**src/rtl/skew_pkg.sv**
```systemverilog
package skew_pkg;

  localparam int unsigned NUM_LANE = 4;
  localparam int unsigned NUM_EST  = NUM_LANE - 1;
  // tap 4 is lane 1 of the following frame
  localparam int unsigned NUM_TAP  = NUM_LANE + 1;

  // taps (a, b, c) per estimated lane: error = |c-b| - |b-a|
  function automatic int unsigned tap_a(int unsigned k);
    case (k)
      0:       return 0;
      1:       return 0;
      default: return 2;
    endcase
  endfunction

  function automatic int unsigned tap_b(int unsigned k);
    case (k)
      0:       return 1;
      1:       return 2;
      default: return 3;
    endcase
  endfunction

  function automatic int unsigned tap_c(int unsigned k);
    case (k)
      0:       return 2;
      default: return 4;
    endcase
  endfunction

endpackage

```
**src/rtl/skew_frame_hold.sv**
```systemverilog
module skew_frame_hold
  import skew_pkg::*;
#(
  parameter int unsigned SMP_W = 8
) (
  input  logic                                clk,
  input  logic                                rst_n,
  input  logic                                frame_vld,
  input  logic [NUM_LANE*SMP_W-1:0]           frame_data,
  output logic [NUM_LANE-1:0][SMP_W-1:0]      held,
  output logic                                held_ok
);

  logic [NUM_LANE-1:0][SMP_W-1:0] held_nxt;
  logic                           ok_nxt;

  always_comb begin
    held_nxt = held;
    ok_nxt   = held_ok;
    if (frame_vld) begin
      for (int i = 0; i < int'(NUM_LANE); i++) begin
        held_nxt[i] = frame_data[i*SMP_W +: SMP_W];
      end
      ok_nxt = 1'b1;
    end
  end

  always_ff @(posedge clk or negedge rst_n) begin
    if (!rst_n) begin
      held    <= '0;
      held_ok <= 1'b0;
    end else begin
      held    <= held_nxt;
      held_ok <= ok_nxt;
    end
  end

endmodule

```
**src/rtl/skew_err_terms.sv**
```systemverilog
module skew_err_terms
  import skew_pkg::*;
#(
  parameter int unsigned SMP_W = 8,
  localparam int unsigned ERR_W = SMP_W + 1
) (
  input  logic [NUM_LANE-1:0][SMP_W-1:0]        held,
  input  logic [SMP_W-1:0]                      next_c1,
  output logic signed [NUM_EST-1:0][ERR_W-1:0]  err
);

  logic [NUM_TAP-1:0][SMP_W-1:0] tap;

  always_comb begin
    for (int i = 0; i < int'(NUM_LANE); i++) tap[i] = held[i];
    tap[NUM_LANE] = next_c1;
  end

  for (genvar k = 0; k < int'(NUM_EST); k++) begin : g_lane
    localparam int unsigned IA = tap_a(k);
    localparam int unsigned IB = tap_b(k);
    localparam int unsigned IC = tap_c(k);

    logic [SMP_W-1:0] d_cb;
    logic [SMP_W-1:0] d_ba;

    always_comb begin
      d_cb = (tap[IC] > tap[IB]) ? (tap[IC] - tap[IB]) : (tap[IB] - tap[IC]);
      d_ba = (tap[IB] > tap[IA]) ? (tap[IB] - tap[IA]) : (tap[IA] - tap[IB]);
      err[k] = $signed({1'b0, d_cb}) - $signed({1'b0, d_ba});
    end
  end

endmodule

```
**src/rtl/skew_lms_acc.sv**
```systemverilog
module skew_lms_acc #(
  parameter int unsigned ERR_W    = 9,
  parameter int unsigned ACC_W    = 28,
  parameter int unsigned MU_SHIFT = 19
) (
  input  logic                    clk,
  input  logic                    rst_n,
  input  logic                    upd_en,
  input  logic signed [ERR_W-1:0] err,
  output logic signed [ACC_W-1:0] acc
);

  localparam int INC_SH = int'(ACC_W) - 1 - int'(MU_SHIFT);
  localparam logic signed [ACC_W-1:0] ACC_MAX = {1'b0, {(ACC_W-1){1'b1}}};
  localparam logic signed [ACC_W-1:0] ACC_MIN = {1'b1, {(ACC_W-1){1'b0}}};

  logic signed [ACC_W-1:0] err_ext;
  logic signed [ACC_W-1:0] inc;
  logic signed [ACC_W:0]   sum;
  logic signed [ACC_W-1:0] sat;
  logic signed [ACC_W-1:0] acc_nxt;

  assign err_ext = {{(ACC_W-ERR_W){err[ERR_W-1]}}, err};

  if (INC_SH >= 0) begin : g_shl
    assign inc = err_ext <<< INC_SH;
  end else begin : g_shr
    assign inc = err_ext >>> (-INC_SH);
  end

  always_comb begin
    sum = {acc[ACC_W-1], acc} + {inc[ACC_W-1], inc};
    if (sum[ACC_W] != sum[ACC_W-1]) begin
      sat = sum[ACC_W] ? ACC_MIN : ACC_MAX;
    end else begin
      sat = sum[ACC_W-1:0];
    end
    acc_nxt = upd_en ? sat : acc;
  end

  always_ff @(posedge clk or negedge rst_n) begin
    if (!rst_n) acc <= '0;
    else        acc <= acc_nxt;
  end

endmodule

```
**src/rtl/skew_lms_est.sv**
```systemverilog
module skew_lms_est
  import skew_pkg::*;
#(
  parameter int unsigned SMP_W    = 8,
  parameter int unsigned ACC_W    = 28,
  parameter int unsigned MU_SHIFT = 19,
  parameter int unsigned OUT_W    = 16
) (
  input  logic                          clk,
  input  logic                          rst_n,
  input  logic                          frame_vld,
  input  logic [NUM_LANE*SMP_W-1:0]     frame_data,
  output logic                          est_vld,
  output logic signed [OUT_W-1:0]       alpha_c2,
  output logic signed [OUT_W-1:0]       alpha_c3,
  output logic signed [OUT_W-1:0]       alpha_c4
);

  localparam int unsigned ERR_W = SMP_W + 1;

  logic [NUM_LANE-1:0][SMP_W-1:0]       held;
  logic                                 held_ok;
  logic signed [NUM_EST-1:0][ERR_W-1:0] err;
  logic signed [NUM_EST-1:0][ACC_W-1:0] acc;
  logic                                 do_upd;
  logic                                 vld_nxt;

  skew_frame_hold #(.SMP_W(SMP_W)) u_hold (
    .clk        (clk),
    .rst_n      (rst_n),
    .frame_vld  (frame_vld),
    .frame_data (frame_data),
    .held       (held),
    .held_ok    (held_ok)
  );

  skew_err_terms #(.SMP_W(SMP_W)) u_err (
    .held    (held),
    .next_c1 (frame_data[SMP_W-1:0]),
    .err     (err)
  );

  assign do_upd = frame_vld & held_ok;

  for (genvar k = 0; k < int'(NUM_EST); k++) begin : g_acc
    skew_lms_acc #(
      .ERR_W    (ERR_W),
      .ACC_W    (ACC_W),
      .MU_SHIFT (MU_SHIFT)
    ) u_acc (
      .clk    (clk),
      .rst_n  (rst_n),
      .upd_en (do_upd),
      .err    (err[k]),
      .acc    (acc[k])
    );
  end

  assign vld_nxt = do_upd;

  always_ff @(posedge clk or negedge rst_n) begin
    if (!rst_n) est_vld <= 1'b0;
    else        est_vld <= vld_nxt;
  end

  assign alpha_c2 = acc[0][ACC_W-1 -: OUT_W];
  assign alpha_c3 = acc[1][ACC_W-1 -: OUT_W];
  assign alpha_c4 = acc[2][ACC_W-1 -: OUT_W];

endmodule

```
**config.mk**
```make
export PLATFORM = sky130hd
export DESIGN_NAME = skew_lms_est
export DESIGN_NICKNAME = d
export VERILOG_FILES = /design/src/rtl/skew_pkg.sv /design/src/rtl/skew_frame_hold.sv /design/src/rtl/skew_err_terms.sv /design/src/rtl/skew_lms_acc.sv /design/src/rtl/skew_lms_est.sv
export SDC_FILE = /design/constraint.sdc
export NUM_CORES = 1
export LEC_CHECK = 0
export BUFFER_PORTS_ARGS = -buffer_cell sky130_fd_sc_hd__buf_2
export CORE_MARGIN = 2
export CORE_UTILIZATION = 68
export CTS_CLUSTER_DIAMETER = 80
export DETAILED_ROUTE_END_ITERATION = 10
export PLACE_DENSITY_LB_ADDON = 0.1
export SYNTH_ARGS = -nofsm -noshare
export SYNTH_HDL_FRONTEND = slang
export SYNTH_SLANG_ARGS = --single-unit
export TNS_END_PERCENT = 50
```
**constraint.sdc**
```tcl
create_clock -name clk -period 10.4 [get_ports clk]
set_input_delay 1.56 -clock clk [delete_from_list [all_inputs] [get_ports clk]]
set_output_delay 1.56 -clock clk [all_outputs]
set_load 0.01 [all_outputs]
```
# After elaboration in Yosys (flattened, before gate mapping)
# Index checks and enable logic that the tools add are counted.
dict set report word_totals {
  regBits 118
  in_bits 35
  elab_cells 49
}
dict set report op_classes {
  addsub 18
  magnitude_cmp 6
  n_eq_ne 3
  n_mux 12
  n_bitwise 1
}
# cell count
set ops {}
lappend ops {{28-bit 2-to-1 mux} 6}
lappend ops {{8-bit subtractor} 12}
lappend ops {{28-bit by 17-bit adder with 29-bit output} 3}
lappend ops {{8-bit > comparator} 6}
lappend ops {{8-bit 2-to-1 mux} 6}
lappend ops {{8-bit by 8-bit subtractor with 9-bit output} 3}
lappend ops {{1-bit inequality test} 3}
lappend ops {{1-bit AND} 1}

# Longest topological paths before layout
# Gate-level depths: netlist of run 1.
dict set report logic_depth {
  word_depth 6
  mapped_depth 30
  depth_no_buf 28
}

# Modules after synthesis
# Synthesis of run 1 repeated with hierarchy kept, for this count alone.
dict set report unflattened {
  cells_unflattened 1503
  hier_area_um2 12609.6
}
# module instances cells_per_inst area_each_um2 seq_area_each_um2
set by_module_without_submodules {}
lappend by_module_without_submodules {skew_err_terms 1 677 5049.8 0.0}
lappend by_module_without_submodules {{skew_lms_acc (g_acc[1].u_acc ...)} 2 251 2019.4 525.5}
lappend by_module_without_submodules {{skew_lms_acc (g_acc[0].u_acc)} 1 252 2117.0 525.5}
lappend by_module_without_submodules {skew_frame_hold 1 70 1372.6 825.8}
lappend by_module_without_submodules {skew_lms_est 1 2 31.3 25.0}

# Worst setup path after synthesis of run 1
# No wires, ideal clock.
dict set report synth_timing {
  path_kind {input -> register}
  start {input frame_data[0]}
  end {register g_acc[2].u_acc.acc[26]}
  setup_ps 126
  arrival_time_ps 7320
  required_ps 10274
  path_slack_ps 2954
  stages 28
  path_cell_list {inv_1 > ha_1 > inv_1 > fa_1 > a21o_1 > a21oi_1 > o221ai_1 > and2_1 > clkbuf_1 > mux2_2 > fa_1 > a21oi_1 > nor2_1 > nor2_1 > o21bai_1 > a21oi_1 > o21bai_1 > a21oi_1 > ha_1 > a21o_1 > a221oi_2 > o21ai_1 > a32o_2 > o31ai_4 > xor2_2 > buf_6 > nand2_2 > a221o_1}
}
dict set report synth_between {
  elab_chain_cells 6
  word_cells_on_any_way 9
}
# item line_no
set synth_rtl {}
lappend synth_rtl {{from (decl)} skew_lms_est.sv:12} ;# input logic [NUM_LANE*SMP_W-1:0] frame_data,
lappend synth_rtl {{8-bit subtractor or 8-bit > comparator (tied branches)} skew_err_terms.sv:28} ;# d_cb = (tap[IC] > tap[IB]) ? (tap[IC] - tap[IB]) : (tap[IB] - tap[IC]);
lappend synth_rtl {{8-bit 2-to-1 mux (*)} skew_err_terms.sv:28}
lappend synth_rtl {{8-bit by 8-bit subtractor with 9-bit output (*)} skew_err_terms.sv:30} ;# err[k] = $signed({1'b0, d_cb}) - $signed({1'b0, d_ba});
lappend synth_rtl {{28-bit by 17-bit adder with 29-bit output (*)} skew_lms_acc.sv:32} ;# sum = {acc[ACC_W-1], acc} + {inc[ACC_W-1], inc};
lappend synth_rtl {{28-bit 2-to-1 mux or 1-bit inequality test (tied branches)} {skew_lms_acc.sv:34, skew_lms_acc.sv:33}}
lappend synth_rtl {{28-bit 2-to-1 mux (*)} skew_lms_acc.sv:33} ;# if (sum[ACC_W] != sum[ACC_W-1]) begin
lappend synth_rtl {{to (signal assigned)} skew_lms_acc.sv:43} ;# else acc <= acc_nxt;
lappend synth_rtl {{to (decl)} skew_lms_acc.sv:10} ;# output logic signed [ACC_W-1:0] acc
# Mark *: on every way between the ends. The rest lies on a longest branch, timed or not.
# A chain may end at the register's enable or synchronous reset.

# Worst setup path after layout of run 1
dict set report layout_timing {
  start {input frame_data[0]}
  end {register g_acc[2].u_acc.acc[10]}
}
# The elaborated chain is that of the path after synthesis.

==> out/metrics.sh, run 1 <==
FINALCRITPERIODSHARE=0.796
POSTSYNTHAREAPERCELL_SQ_UM=8.46
GR-USAGE-ALL-LAYERS=0.314
MAX_STAGE_DELAY_NS=0.84
CP_NUM_BUF_INV=3
TIMING.MAX_SLEW.REL_SLACK=0.211
CRITICAL_PATH_PEAK_FANOUT=14
H-TREE-DEPTH=3
FINALWORSTPATHREQUIREDPERIOD_NS=8.27
PLACE.GP.CONGESTION=0.929
RUN_STATUS='finished clean'
PLACEMENT.IO_BUFFERS=83
GRT_SETUP_UNREPAIRED='false'
TIMING.FINAL.MAX_SLEW_VIOLATIONS=0
NNETSFINAL=1587
TIMING_HOLD_VIOLATIONS_FINAL=0
N_ANTENNA_CELL=0
LAYOUT-AREA-OVERHEAD-VS-SYNTH_PCT=4.58
HOLDCRITPATHCLASS='flip-flop to flip-flop'
TIMING.MAX_CAP.VIOLATIONS=0
POST_SYNTHESIS_INSTANCE_TOTAL=1339
SYNTH_ENABLE_FLOP_CELLS=0
TIMING.RR.START='u_hold.held[17]'
SETUP_VIOLATIONS=0
SYNTH_TOP_FAMILY_BY_AREA='compound AO/OA/AOI/OAI gates'
BOUNDARYPINS=84
NUM_VIAS=9796
INITIAL_CORE_UTIL=0.690
MAPPEDNETLISTAREA_SQ_UM=11300
SYNTHMOSTINSTANTIATEDCELL='ha_1'
TIMING.HOLD.WORST_ENDPOINT='u_hold.held_ok'
DETAILEDPLACE.WORSTSLACK_NS=1.80
FINAL_ANTENNA_NET_COUNT=0
PLACEMENT_ROWS=47
SYNTH_LARGEST_AREA_CELL='dfrtp_1'
GRT_START_MAX_NET_PINS=67
ROUTED_WIRELENGTH_MM=27.6
TIMING.HOLD.WORST_PATH_DEPTH=1
GRT_REMAINING_OVERFLOW=0
DRT_FIRST_PASS_ITERS=5
ANTENNA_FOUND_INITIAL=0
SYNTHTOPCELLSBYCOUNT='ha_1 (175), nand2_1 (123), o21ai_0 (108)'
CRITICAL_PATH_CLASS='input pin to flip-flop'
WORSTSKEWPAIRLATENCY_NS=0.36
REQUIRED_NS=10.65
COMPOUND_GATE_PORTION_OF_THE_SYNTHESIZED_AREA=0.243
TIMING.FINAL.WS_SETUP_NS=2.13
SYNTH-XOR-AREA-SHARE=0.0741
FMAXACHIEVABLE_MHz=121
RR_ENDPOINT='g_acc[2].u_acc.acc[10]'
SYNTHSIMPLEGATEAREAFRAC=0.135
CTS.CLK_SLEW.WORST_PATHS_NS=0.07
WORST-R2R-CELL-COUNT=26
DP_HPWL_MM=21.5
TIMING.HOLD.WS_NS=0.495
DIE_H_UM=133
CLKSINKCOUNT=94
FLOPS_LATCHES_SYNTH=94
NUM-FILL-CELLS=1337
BUFFERS_INSERTED_DURING_POST_CTS_SETUP_OPTIMIZATION=0
GRT_PASS1_WL_MM=45.4
TIMING.CRITICAL_PATH.ARRIVAL_NS=8.52
ASYNC_FLOP_SHARE=1.00
CTS.HOLD.BUFFERS_ADDED=0
SYNTHMUXAREASHARE=0.0372
START_KIND='input pin'
CLOCK_PATH_BUFFERS=2
YS_TOP_CELLS_BY_AREA='dfrtp_1 (21%), ha_1 (19%), o21ai_0 (4.8%)'
UTILIZATION=0.722
DETAIL_ROUTE.WL_PER_CELL_UM=17.4
WORST_HOLD_STARTPOINT='u_hold.held_ok'
YOSYSWARNINGCOUNT=0
SYNTH-ADDER-AREA-SHARE=0.230
CP_TOP_FAMILY='compound AO/OA/AOI/OAI gates'
CRITICAL-PATH-SLOWEST-CELL='a21oi_1'
WORST_SLEW_PIN_SLEW_NS=1.18
ROOT_BUFFER='clkbuf_16'
TRITONCTS='yes'
DESIGN.DIE.AREA_SQ_UM=17700
DRT_ITER0_DRC=623
DIE_X_UM=133
DRT_DRC_VIOLATIONS_LEFT=0
FIN_SETUP_TNS_NS=0
FIRST_GLOBAL_VIAS=9399
FINAL.SETUP_SKEW_NS=0.0119
YOSYS_MOST_USED_DFF='dfrtp_1'
VIA_PER_INST=6.18
CORE_AREA_SQ_UM=16400
SETUP.WORST_PATH.END_CLASS='flip-flop'
SYNTH.YOSYS.SEQ_AREA_SHARE=0.208
YOSYS.AREA.TOP_TYPE_SHARE=0.208
REG2REG_SLACK_NS=2.52
CTS.REPAIR.RESIZED=0
CTS-BUFFERS-INSERTED=9
FINAL_LAYOUT_SIZE_SUFFIX_GT1_FRAC=0.110
SYNTH.LIB_CELLS_USED.DISTINCT=74
MAPPEDNETLISTNETS=1567
CRIT_TOP_CELL='a21oi_1'
## flip-flops by register name, indices dropped and copies added (netlist names)
| signal | cells |
|---|---|
| u_hold.held_ok | 1 |
| est_vld | 1 |
| u_hold.held | 32 |
| g_acc.u_acc.acc | 60 |
## cell families (layout without fill, tap and decap cells)
group / count (synthesis) / count (layout)
compound gates: 426 / 426
simple gates: 316 / 316
fa+ha+maj: 198 / 198
buf+inv: 170 / 195
xor+xnor: 95 / 95
flops: 94 / 94
mux: 40 / 40
## cells in the final DEF, fill, tap and decap left out, types with 18 or more instances in the layout
cell        n
nor2_1     50
xor2_1     33
mux2i_1    23
fa_1       18
o211ai_1   20
buf_2      82
a21oi_1   107
a211oi_1   18
nand2_1   122
ha_1      175
a21o_1     44
dfrtp_1    94
inv_1      90
o21ai_0   108
nand3_1    27
xnor2_1    61
## final cells by class
cell class / instances / area (sq um) / area share
clock buffer: 9 / 225 / 0.0190
clock inverter: 7 / 57.6 / 0.00486
inverter: 91 / 342 / 0.0288
multi-input combinational: 1075 / 8140 / 0.687
sequential: 94 / 2350 / 0.199
tap: 220 / 275 / 0.0232
timing repair buffer: 88 / 455 / 0.0384
## how the worst max path moves through the flow
stage                   from                      to  slack [ns]  cells after the start
2_1_floorplan  frame_data[0]  g_acc[2].u_acc.acc[26]        2.95                     28
3_3_place_gp   frame_data[0]  g_acc[2].u_acc.acc[10]        1.98                     27
3_5_place_dp   frame_data[0]  g_acc[2].u_acc.acc[10]        1.80                     27
4_1_cts        frame_data[0]  g_acc[2].u_acc.acc[10]        2.16                     27
5_1_grt        frame_data[0]  g_acc[2].u_acc.acc[14]        1.61                     27
6_report       frame_data[0]  g_acc[2].u_acc.acc[10]        2.13                     27
## stage by stage
| step | cells | instance area [sq um] |
|---|---|---|
| floorplan | 1339 | 11300 |
| global placement | 1568 | 11600 |
| detailed placement | 1568 | 11600 |
| CTS | 1584 | 11800 |
| global route | 1584 | 11800 |
| finish | 1584 | 11800 |
## per-layer routing
metal / global-route usage / share of wire / vias to the layer above
li1: - / - / 4827
met1: 0.416 / 0.45 / 4604
met2: 0.532 / 0.48 / 305
met3: 0.0314 / 0.049 / 60
met4: 0.118 / 0.030 / 0
met5: 0 / 0 / -
Power of run 1 is not shown: default switching activity piles up to over one toggle a cycle in this logic, so the estimate is an artifact.
==> run 2: changes to the inputs <==
Settings changed: CORE_UTILIZATION 68 to 63.
Clock period 10.4 ns to 8.4 ns, I/O delays scaled along.
==> run 2 against run 1 <==
Setup slack got worse by 1.1 ns. First-iteration DRC count fell by 36%. Hold slack got worse by 0.0036 ns. Routed wire length rose by 0.25%. Sequential share of layout area barely moved. Design area rose by 0.23%. Highest routed layer unchanged.
==> out/metrics.sh, run 2 (synthesis results as in run 1) <==
GRT_PASS1_WL_MM=45.7
GRT_SETUP_UNREPAIRED='false'
BOUNDARYPINS=84
CLOCK_PATH_BUFFERS=2
FINAL.SETUP_SKEW_NS=0.0109
CTS.REPAIR.RESIZED=0
PLACEMENT_ROWS=49
CRITICAL_PATH_PEAK_FANOUT=14
DESIGN.DIE.AREA_SQ_UM=19100
FMAXACHIEVABLE_MHz=135
FINALWORSTPATHREQUIREDPERIOD_NS=7.40
SETUP.WORST_PATH.END_CLASS='flip-flop'
CTS-BUFFERS-INSERTED=9
PLACE.GP.CONGESTION=0.957
DIE_X_UM=138
REQUIRED_NS=8.65
DETAIL_ROUTE.WL_PER_CELL_UM=17.3
ANTENNA_FOUND_INITIAL=0
ROOT_BUFFER='clkbuf_16'
DIE_H_UM=138
FINALCRITPERIODSHARE=0.881
TIMING_HOLD_VIOLATIONS_FINAL=0
CTS.CLK_SLEW.WORST_PATHS_NS=0.07
FIRST_GLOBAL_VIAS=9415
START_KIND='input pin'
TIMING.FINAL.MAX_SLEW_VIOLATIONS=0
CRITICAL_PATH_CLASS='input pin to flip-flop'
TIMING.MAX_CAP.VIOLATIONS=0
BUFFERS_INSERTED_DURING_POST_CTS_SETUP_OPTIMIZATION=0
INITIAL_CORE_UTIL=0.637
TRITONCTS='yes'
GRT_REMAINING_OVERFLOW=0
LAYOUT-AREA-OVERHEAD-VS-SYNTH_PCT=4.83
HOLDCRITPATHCLASS='flip-flop to flip-flop'
RUN_STATUS='finished clean'
CLKSINKCOUNT=94
FINAL_LAYOUT_SIZE_SUFFIX_GT1_FRAC=0.111
FIN_SETUP_TNS_NS=0
LAYOUT_COMMONEST_CELL='ha_1'
FINAL_ANTENNA_NET_COUNT=0
MAX_FFS_PER_REGISTER=60
DRT_FIRST_PASS_ITERS=5
DRT_ITER0_DRC=398
COMMONEST_NON_FILL_NON_TAP_CELLS_IN_THE_LAYOUT='ha_1 (175), nand2_1 (122), o21ai_0 (108), a21oi_1 (107), dfrtp_1 (94)'
VIA_PER_INST=6.08
GR-USAGE-ALL-LAYERS=0.288
GRT_START_MAX_NET_PINS=80
CORE_AREA_SQ_UM=17800
DP_HPWL_MM=21.5
TIMING.CRITICAL_PATH.ARRIVAL_NS=7.65
SETUP_VIOLATIONS=0
LARGEST_REGISTER='g_acc.u_acc.acc'
CTS.HOLD.BUFFERS_ADDED=0
WORST_SLEW_PIN_SLEW_NS=1.15
H-TREE-DEPTH=3
TIMING.MAX_SLEW.REL_SLACK=0.230
PLACEMENT.IO_BUFFERS=83
NUM_VIAS=9698
NNETSFINAL=1590
NUM-FILL-CELLS=1518
DRT_DRC_VIOLATIONS_LEFT=0
LARGESTREGISTERS='g_acc.u_acc.acc (60), u_hold.held (32)'
ROUTED_WIRELENGTH_MM=27.7
N_ANTENNA_CELL=0
WORSTSKEWPAIRLATENCY_NS=0.36
## run 2: metrics by stage
step                      std cells  worst slack (ns)  hold WS (ns)  utilization  instance area (sq um)
final                          1596              1.00         0.491        0.668                  11900
after floorplan                1339              1.25         0.439            -                  11300
after CTS                      1596              1.11         0.494        0.668                  11900
after detailed placement       1580             0.747         0.477        0.652                  11600
after global placement         1580             0.953         0.471        0.652                  11600
after global routing           1596             0.423         0.509        0.668                  11900
## run 2: cell type report
cell class,count,area (sq um),area share
clock buffers,11,243,0.0204
well taps,229,287,0.0241
inverters,91,342,0.0288
flip-flops and latches,94,2350,0.198
clock inverters,5,33.8,0.00284
multi-input cells,1075,8140,0.685
repair buffers,91,478,0.0402
## run 2: worst paths after layout
kind | from | end | slack (ns) | depth (start not counted)
min in group asynchronous | rst_n | g_acc[0].u_acc.acc[27] | 0.92 | 1
worst max register to register | u_hold.held[17] | g_acc[2].u_acc.acc[24] | 1.07 | 27
worst min register to register | g_acc[0].u_acc.acc[8] | g_acc[0].u_acc.acc[8] | 0.49 | 2
max in group asynchronous | rst_n | u_hold.held[24] | 6.41 | 2
worst max-delay path | frame_data[0] | g_acc[2].u_acc.acc[24] | 1.00 | 28
worst min-delay path | g_acc[0].u_acc.acc[8] | g_acc[0].u_acc.acc[8] | 0.49 | 2
## run 2: critical path: stages
cell	delay, ns
buf_2	0.13
inv_1	0.09
ha_1	0.16
inv_1	0.06
fa_1	0.38
a21o_1	0.19
a21oi_1	0.20
o221ai_1	0.23
and2_1	0.34
mux2_2	0.36
fa_1	0.45
a21oi_1	0.16
nor2_1	0.05
nor2_1	0.14
o21bai_1	0.08
a21oi_1	0.21
o21bai_1	0.08
a21oi_1	0.14
buf_4	0.22
ha_1	0.33
and3_1	0.24
a221oi_2	0.23
o21ai_1	0.13
a32o_2	0.31
o31ai_4	0.25
xor2_2	0.59
a21oi_2	0.32
o22a_1	0.29
## run 2: layer usage
layer	GRT usage	vias up	share of wire	wire [um]
li1	-	4820	-	-
met1	0.386	4623	0.46	12800
met2	0.493	215	0.48	13300
met3	0.0274	40	0.035	957
met4	0.0924	0	0.020	560
met5	0	-	0	0
Power of run 2 is left out for the same reason.
==> run 3: changes to the inputs <==
Settings changed: CORE_UTILIZATION 63 to 54.
==> run 3 against run 2 <==
Die area grew 16%. Via count is essentially flat. Largest cell class unchanged. Critical path depth is the same.
==> out/metrics.sh, run 3 (synthesis results as in run 1) <==
RUN_STATUS='finished clean'
CLOCK_PATH_BUFFERS=2
WORSTSKEWPAIRLATENCY_NS=0.36
NUM-FILL-CELLS=1882
ANTENNA_FOUND_INITIAL=0
H-TREE-DEPTH=3
DRT_DRC_VIOLATIONS_LEFT=0
LAYOUT-AREA-OVERHEAD-VS-SYNTH_PCT=5.60
LARGESTREGISTERS='g_acc.u_acc.acc (60), u_hold.held (32)'
USE_MET3=0.0199
COMMONEST_NON_FILL_NON_TAP_CELLS_IN_THE_LAYOUT='ha_1 (175), nand2_1 (122), o21ai_0 (108), a21oi_1 (107), dfrtp_1 (94)'
TIMING.MAX_SLEW.REL_SLACK=0.357
INITIAL_CORE_UTIL=0.555
DRT_FIRST_PASS_ITERS=5
PLACEMENT.IO_BUFFERS=83
BUFFERS_INSERTED_DURING_POST_CTS_SETUP_OPTIMIZATION=0
DESIGN_AREA_SQ_UM=12000
LAYOUT_COMMONEST_CELL='ha_1'
PLACEMENT_ROWS=52
MAX_STAGE_DELAY_NS=0.57
FINAL.SETUP_SKEW_NS=0.0130
FINALCRITPERIODSHARE=0.881
FINAL_ANTENNA_NET_COUNT=0
CORE_AREA_SQ_UM=20400
TIMING.FINAL.WS_SETUP_NS=0.999
START_KIND='input pin'
GRT_START_MAX_NET_PINS=80
FINALWORSTPATHREQUIREDPERIOD_NS=7.40
DETAILED_PLACE.AREA_SQ_UM=11700
VIA_PER_INST=5.93
BOUNDARYPINS=84
HOLDCRITPATHCLASS='flip-flop to flip-flop'
DESIGN.DIE.AREA_SQ_UM=22200
CTS.CLK_SLEW.WORST_PATHS_NS=0.07
CRIT_TOP_CELL='a21oi_1'
SETUP_VIOLATIONS=0
DETAILEDPLACE.WORSTSLACK_NS=0.677
DPL.CELL_COUNT=1622
ROOT_BUFFER='clkbuf_16'
FMAXACHIEVABLE_MHz=135
ROUTED_WIRELENGTH_MM=28.6
TRITONCTS='yes'
CLKSINKCOUNT=94
PLACE.GP.CONGESTION=0.965
TIMING.MAX_CAP.VIOLATIONS=0
FINAL_LAYOUT_SIZE_SUFFIX_GT1_FRAC=0.113
NUM_VIAS=9706
CTS.REPAIR.RESIZED=0
MAX_FFS_PER_REGISTER=60
LARGEST_REGISTER='g_acc.u_acc.acc'
DRT_ITER0_DRC=460
LAYOUT.CELLS.NON_FILLER=1638
GRT_MOST_USED_LAYER='met2'
FIRST_GLOBAL_VIAS=9564
GLOBALROUTEMET1UTIL=0.348
GRT_REMAINING_OVERFLOW=0
GR-USAGE-ALL-LAYERS=0.264
CRITICAL_PATH_PEAK_FANOUT=14
WORST_SLEW_PIN_SLEW_NS=0.959
CRITICAL-PATH-SLOWEST-CELL='xor2_2'
TIMING_HOLD_VIOLATIONS_FINAL=0
DETAIL_ROUTE.WL_PER_CELL_UM=17.5
N_ANTENNA_CELL=0
GROUTE.LAYER.MET2.USAGE=0.457
CTS.HOLD.BUFFERS_ADDED=0
REQUIRED_NS=8.64
FIN_SETUP_TNS_NS=0
CRITICAL_PATH_CLASS='input pin to flip-flop'
TIMING.CRITICAL_PATH.ARRIVAL_NS=7.64
DIE_X_UM=149
SETUP.WORST_PATH.END_CLASS='flip-flop'
GRT_PASS1_WL_MM=47.4
NNETSFINAL=1591
CTS-BUFFERS-INSERTED=9
GRT_SETUP_UNREPAIRED='false'
DIE_H_UM=149
TIMING.FINAL.MAX_SLEW_VIOLATIONS=0
DP_HPWL_MM=22.5
==> run 3: cell types whose count changed in the layout (fill, tap and decap cells not counted), sizes merged <==
cell | before | now
bufinv | 0 | 1
inv | 92 | 93
clkbuf | 11 | 9
buf | 91 | 92
==> run 3: worst max-delay path: cells and delay by family <==
family	cells	cell delay [ns]
compound gates	14	2.84
fa+ha+maj	4	1.32
simple gates	4	0.78
xor+xnor	1	0.57
buf+inv	4	0.50
mux	1	0.35
==> run 3: final cells by class <==
cell class | instances | area [sq um] | area share
multi-input combinational | 1075 | 8140 | 0.680
sequential | 94 | 2350 | 0.197
timing repair buffer | 92 | 485 | 0.0406
inverter | 91 | 342 | 0.0286
tap | 270 | 338 | 0.0282
clock buffer | 9 | 225 | 0.0188
clock inverter | 7 | 80.1 | 0.00669
==> run 3: stage by stage <==
stage | hold WS (ns) | utilization
final | 0.493 | 0.586
after CTS | 0.496 | 0.586
after global placement | 0.472 | 0.571
after global routing | 0.523 | 0.586
after floorplan | 0.439 | -
after detailed placement | 0.478 | 0.571
==> run 3: path summary, 6_finish.rpt <==
check / startpoint / end / slack [ns] / cells past startpoint
max: frame_data[0] / g_acc[2].u_acc.acc[18] / 1.0 / 28
max in group asynchronous: rst_n / u_hold.held[3] / 6.37 / 2
min: u_hold.held_ok / u_hold.held_ok / 0.49 / 1
max reg2reg: u_hold.held[17] / g_acc[2].u_acc.acc[18] / 1.07 / 27
min reg2reg: u_hold.held_ok / u_hold.held_ok / 0.49 / 1
min in group asynchronous: rst_n / g_acc[0].u_acc.acc[26] / 0.91 / 1
==> run 3: metal layers <==
layer  part of all wire  vias up
li1                   -     4830
met1               0.47     4623
met2               0.48      208
met3              0.031       45
met4              0.026        0
met5                  0        -
Power of run 3 is left out for the same reason.
